$ cat src/rtl/ctrl_state_reg_pkg.sv
package ctrl_state_reg_pkg;

   localparam int unsigned DATA_W      = 32;
   localparam int unsigned NUM_BANKS   = 2;

   localparam int unsigned BIT_NMI_SET = 31;
   localparam int unsigned BIT_NMI_CLR = 30;
   localparam int unsigned BIT_SV_SET  = 28;
   localparam int unsigned BIT_SV_CLR  = 27;
   localparam int unsigned BIT_TM_SET  = 26;
   localparam int unsigned BIT_TM_CLR  = 25;
   localparam int unsigned BIT_BASE    = 11;
   localparam int unsigned PEND_LSB    = 12;
   localparam int unsigned MAX_VEC_W   = 9;

   typedef enum logic {
      BANK_NS = 1'b0,
      BANK_S  = 1'b1
   } bank_e;

   typedef struct packed {
      logic set;
      logic clr;
   } pend_cmd_t;

endpackage

$ cat src/rtl/banked_pend.sv
module banked_pend
   import ctrl_state_reg_pkg::*;
#(
   parameter int unsigned BANKS = NUM_BANKS
) (
   input  logic             clk,
   input  logic             rst_n,
   input  logic             sel,
   input  pend_cmd_t        cmd,
   output logic [BANKS-1:0] q
);

   localparam int unsigned SEL_W = (BANKS > 1) ? $clog2(BANKS) : 1;

   generate
      if (BANKS != 2) begin : g_bad_banks
         $error("banked_pend expects exactly two security banks");
      end
   endgenerate

   logic [SEL_W-1:0] sel_idx;
   assign sel_idx = SEL_W'(sel);

   for (genvar b = 0; b < BANKS; b++) begin : g_bank
      logic hit;
      assign hit = (sel_idx == SEL_W'(b));

      always_ff @(posedge clk or negedge rst_n) begin
         if (!rst_n) begin
            q[b] <= 1'b0;
         end else if (hit && cmd.set) begin
            q[b] <= 1'b1;
         end else if (hit && cmd.clr) begin
            q[b] <= 1'b0;
         end
      end
   end

endmodule

$ cat src/rtl/nmi_pend_ctl.sv
module nmi_pend_ctl
   import ctrl_state_reg_pkg::*;
#(
   parameter bit NEWER_MODE = 1'b1
) (
   input  logic clk,
   input  logic rst_n,
   input  logic wr_hit,
   input  logic vis,
   input  logic set_bit,
   input  logic clr_bit,
   output logic pend
);

   pend_cmd_t cmd;

   assign cmd.set = wr_hit && vis && set_bit;

   generate
      if (NEWER_MODE) begin : g_clr_newer
         assign cmd.clr = wr_hit && vis && !set_bit && clr_bit;
      end else begin : g_clr_older
         logic clr_unused;
         assign clr_unused = clr_bit;
         assign cmd.clr    = 1'b0;
      end
   endgenerate

   always_ff @(posedge clk or negedge rst_n) begin
      if (!rst_n) begin
         pend <= 1'b0;
      end else if (cmd.set) begin
         pend <= 1'b1;
      end else if (cmd.clr) begin
         pend <= 1'b0;
      end
   end

endmodule

$ cat src/rtl/state_read_mux.sv
module state_read_mux
   import ctrl_state_reg_pkg::*;
#(
   parameter int unsigned VEC_W = 9
) (
   input  logic              rd_hit,
   input  logic              sec,
   input  logic [VEC_W-1:0]  act_vec,
   input  logic [VEC_W-1:0]  pend_vec,
   input  logic              ret_base,
   input  logic [NUM_BANKS-1:0] timer_q,
   input  logic [NUM_BANKS-1:0] sv_q,
   input  logic              nmi_q,
   input  logic              vis,
   output logic [DATA_W-1:0] rdata
);

   logic tm_sel;
   logic sv_sel;

   assign tm_sel = sec ? timer_q[BANK_S] : timer_q[BANK_NS];
   assign sv_sel = sec ? sv_q[BANK_S]    : sv_q[BANK_NS];

   always_comb begin
      rdata = '0;
      if (rd_hit) begin
         rdata[VEC_W-1:0]         = act_vec;
         rdata[PEND_LSB +: VEC_W] = pend_vec;
         rdata[BIT_BASE]          = ret_base;
         rdata[BIT_TM_SET]        = tm_sel;
         rdata[BIT_SV_SET]        = sv_sel;
         rdata[BIT_NMI_SET]       = vis && nmi_q;
      end
   end

endmodule

$ cat src/rtl/ctrl_state_reg.sv
module ctrl_state_reg
   import ctrl_state_reg_pkg::*;
#(
   parameter int unsigned       ADDR_W     = 12,
   parameter int unsigned       VEC_W      = 9,
   parameter logic [ADDR_W-1:0] REG_OFS    = ADDR_W'('hD04),
   parameter bit                NEWER_MODE = 1'b1
) (
   input  logic                 clk,
   input  logic                 rst_n,
   input  logic [ADDR_W-1:0]    bus_addr,
   input  logic                 bus_wr,
   input  logic [DATA_W-1:0]    bus_wdata,
   input  logic                 bus_secure,
   output logic [DATA_W-1:0]    bus_rdata,
   input  logic [VEC_W-1:0]     act_vec,
   input  logic [VEC_W-1:0]     pend_vec,
   input  logic                 ret_base,
   input  logic                 nmi_vis,
   output logic [NUM_BANKS-1:0] timer_pend,
   output logic [NUM_BANKS-1:0] sv_pend,
   output logic                 nmi_pend
);

   generate
      if (VEC_W < 1 || VEC_W > MAX_VEC_W) begin : g_bad_vec
         $error("VEC_W must lie between 1 and 9");
      end
      if (ADDR_W < 12) begin : g_bad_addr
         $error("ADDR_W must be at least 12");
      end
      if (REG_OFS[1:0] != 2'b00) begin : g_bad_ofs
         $error("REG_OFS must be word aligned");
      end
   endgenerate

   logic      addr_hit;
   logic      wr_hit;
   pend_cmd_t tm_cmd;
   pend_cmd_t sv_cmd;
   logic      wdata_unused;

   assign addr_hit = (bus_addr == REG_OFS);
   assign wr_hit   = addr_hit && bus_wr;

   assign tm_cmd.set = wr_hit && bus_wdata[BIT_TM_SET];
   assign tm_cmd.clr = wr_hit && bus_wdata[BIT_TM_CLR];
   assign sv_cmd.set = wr_hit && bus_wdata[BIT_SV_SET];
   assign sv_cmd.clr = wr_hit && bus_wdata[BIT_SV_CLR];

   assign wdata_unused = ^{bus_wdata[29], bus_wdata[24:0]};

   banked_pend #(.BANKS(NUM_BANKS)) u_timer_pend (
      .clk   (clk),
      .rst_n (rst_n),
      .sel   (bus_secure),
      .cmd   (tm_cmd),
      .q     (timer_pend)
   );

   banked_pend #(.BANKS(NUM_BANKS)) u_sv_pend (
      .clk   (clk),
      .rst_n (rst_n),
      .sel   (bus_secure),
      .cmd   (sv_cmd),
      .q     (sv_pend)
   );

   nmi_pend_ctl #(.NEWER_MODE(NEWER_MODE)) u_nmi (
      .clk     (clk),
      .rst_n   (rst_n),
      .wr_hit  (wr_hit),
      .vis     (nmi_vis),
      .set_bit (bus_wdata[BIT_NMI_SET]),
      .clr_bit (bus_wdata[BIT_NMI_CLR]),
      .pend    (nmi_pend)
   );

   state_read_mux #(.VEC_W(VEC_W)) u_rd_mux (
      .rd_hit   (addr_hit),
      .sec      (bus_secure),
      .act_vec  (act_vec),
      .pend_vec (pend_vec),
      .ret_base (ret_base),
      .timer_q  (timer_pend),
      .sv_q     (sv_pend),
      .nmi_q    (nmi_pend),
      .vis      (nmi_vis),
      .rdata    (bus_rdata)
   );

endmodule

$ cat config.mk
export PLATFORM = sky130hd
export DESIGN_NAME = ctrl_state_reg
export DESIGN_NICKNAME = d
export VERILOG_FILES = /design/src/rtl/ctrl_state_reg_pkg.sv /design/src/rtl/banked_pend.sv /design/src/rtl/nmi_pend_ctl.sv /design/src/rtl/state_read_mux.sv /design/src/rtl/ctrl_state_reg.sv
export SDC_FILE = /design/constraint.sdc
export NUM_CORES = 1
export LEC_CHECK = 0
export BUFFER_PORTS_ARGS = -buffer_cell sky130_fd_sc_hd__buf_2
export CAP_MARGIN = 20
export CORE_ASPECT_RATIO = 1.5
export CORE_UTILIZATION = 28
export DETAILED_ROUTE_END_ITERATION = 16
export GPL_TIMING_DRIVEN = 1
export PLACE_DENSITY = 0.84
export SLEW_MARGIN = 5
export SYNTH_ARGS = -nofsm -noshare
export SYNTH_HDL_FRONTEND = slang
export SYNTH_SLANG_ARGS = --single-unit
$ cat constraint.sdc
create_clock -name clk -period 4.7 [get_ports clk]
set_input_delay 0.94 -clock clk [delete_from_list [all_inputs] [get_ports clk]]
set_output_delay 0.94 -clock clk [all_outputs]
set_load 0.01 [all_outputs]
==> run metrics <==
worst vdd ir 0.111 mV; most frequent cells in the layout buf_2 (68), and2_1 (19), conb_1 (10); LEAKAGE 0.538 nW; vias in the first global route 689; Post-Syn Area per Cell 7.85 µm²; ant diodes 0; Via Count 747; final instance area 890 µm²; clk slew on worst S/H paths 0.04 ns; post-route minimum period 3.41 ns; Final period util 72.5%; Die Span X 38.7 µm; Wirelength per Cell 11.2 µm; CP Capture Type primary output; die area 0.00221 mm²; RSZ-0062 raised after global routing false; clk sinks 5; worst path required time 3.76 ns; DRC 0; port buffer count 68; Final Skew 0 ns; Arr. time, crit path 2.47 ns; mapped cell area 566 µm²; Initial DRC Count 6; Resized Gates After CTS 0; initial antenna violation count 0; Synth top area share 22.1%; final wirelength 1.77 mm; Critical Path Start bus_addr[3]; setup TNS 0 ns; top cells by area, synth dfrtp_1 (22%), and2_1 (21%), buf_4 (13%); post-CTS setup buffers 0; RD Place Congestion 0.746; Vias per Instance 4.73; Final nets 206; Post-DP HPWL 1.55 mm; hold_buf cts 0; clk root buf clkbuf_4; cells after synthesis 72; post-synth cell types 22; # rows 19; GR Util All Layers 16.5%; Yosys warnings 0; layout overhead on the synthesized area 57.3%; core outline area 0.00185 mm²; sequential fraction of the synthesis area 22.1%; worst r2r dst u_timer_pend.q[0]$_DFFE_PN0P_; worst r2r src u_timer_pend.q[0]$_DFFE_PN0P_; Routed Antenna Nets 0; reg2reg path depth 2; initial core utilization 30.5%; final hold viol count 0; first drt pass iteration count 4; Critical Path Fanout Max 7; crit path to bus_rdata[26]; CP Launch Type primary input; Synth area leader dfrtp_1; max_cap viols 0; r2r setup slk 3.96 ns; Worst-Skew Late Latency 0.24 ns; largest net degree at the start of global routing 21; CP Class primary input to primary output; Finish-stage setup viols 0; Peak Freq 293 MHz; Hold Crit Class primary input to async pin; num ports 105; Num CTS Buffers 3; first-pass GRT wire length 2.59 mm; Placed Area 863 µm²; CTS tree yes; commonest non-fill, non-tap cell in the layout buf_2; fraction of layout cells with a size suffix above 1 54.0%; Longest Clk Path Bufs 2; Die Y 57.0 µm; power density cells 136 mW/mm²; outcome finished, final reports clean; Pins Over Slew Limit 0; FF+latch count, synth 5; grt ovf 0; number of fillers in the final layout 203; H-tree depth 1
==> cells in the mapped netlist (all sizes together) <==
| master | instances |
|---|---|
| nand2 | 1 |
| or4 | 1 |
| buf | 14 |
| nand4b | 1 |
| o31ai | 1 |
| conb | 1 |
| mux2i | 2 |
| and3 | 1 |
| nand3 | 6 |
| clkbuf | 3 |
| o41ai | 5 |
| or3 | 1 |
| nor2 | 2 |
| and2 | 19 |
| o21ai | 4 |
| dfrtp | 5 |
| nor3 | 1 |
| or4b | 1 |
| nand3b | 3 |
==> worst max-delay path, cell delays in order <==
cell and delay [ns]:
buf_2 0.09, or4b_1 0.66, or3_1 0.50, nor2_1 0.14
buf_2 0.14
==> worst min path at each step <==
stage | startpoint | to | slack [ns]
floorplan | u_nmi.pend$_DFFE_PN0P_ | u_nmi.pend$_DFFE_PN0P_ | 0.55
global placement | u_timer_pend.q[0]$_DFFE_PN0P_ | u_timer_pend.q[0]$_DFFE_PN0P_ | 0.51
detailed placement | u_sv_pend.q[1]$_DFFE_PN0P_ | u_sv_pend.q[1]$_DFFE_PN0P_ | 0.53
CTS | rst_n | u_timer_pend.q[0]$_DFFE_PN0P_ | 0.50
global route | rst_n | u_timer_pend.q[1]$_DFFE_PN0P_ | 0.50
finish | rst_n | u_timer_pend.q[0]$_DFFE_PN0P_ | 0.51
==> cell type report <==
class / instances / area, µm² / share of cell area [%]
Sequential cell: 5 / 125 / 14.1
Tap cell: 21 / 26.3 / 2.95
Clock buffer: 4 / 26.3 / 2.95
Timing Repair Buffer: 69 / 348 / 39.1
Multi-Input combinational cell: 59 / 364 / 40.9
==> metrics by stage <==
| stage | setup slack (ns) | hold slack (ns) | instances | util, % | total power [mW] |
|---|---|---|---|---|---|
| 2_1_floorplan | 1.48 | 0.553 | 81 | - | 0.0609 |
| 3_3_place_gp | 1.30 | 0.506 | 154 | 46.6 | 0.0711 |
| 3_5_place_dp | 1.30 | 0.532 | 154 | 46.6 | 0.0722 |
| 4_1_cts | 1.30 | 0.500 | 158 | 48.0 | 0.123 |
| 5_1_grt | 1.21 | 0.499 | 158 | 48.0 | 0.130 |
| 6_report | 1.29 | 0.505 | 158 | 48.0 | 0.121 |
==> cells by family (layout without fill, tap and decap cells) <==
group                  Yosys count  in the layout  synth area share [%]
and+or+nand+nor                 37             37                  40.7
buffers and inverters           17             73                  19.5
AOI/OAI and AO/OA               10             10                  13.5
DFF                              5              5                  22.1
muxes                            2              2                  3.54
other                            1             10                 0.663
==> registers in the layout (all words and copies together) (netlist names) <==
name,count
u_sv_pend.q,2
u_timer_pend.q,2
u_nmi.pend,1
==> power by group <==
group / total [mW] / leakage [nW] / internal (mW) / switching (mW)
sequential: 0.0434 / 0.0699 / 0.0433 / 0.0000772
combinational: 0.0282 / 0.453 / 0.0145 / 0.0137
clock: 0.0492 / 0.0150 / 0.0321 / 0.0171
==> metal layers <==
| metal | up-vias | global-route usage, % | part of all wire, % |
|---|---|---|---|
| met2 | 55 | 29.8 | 53 |
| met1 | 329 | 14.2 | 31 |
| li1 | 359 | - | - |
| met3 | 4 | 3.89 | 14 |
| met5 | - | 0 | 0 |
| met4 | 0 | 12.8 | 2.4 |
Power figures use the tool's default switching activity.
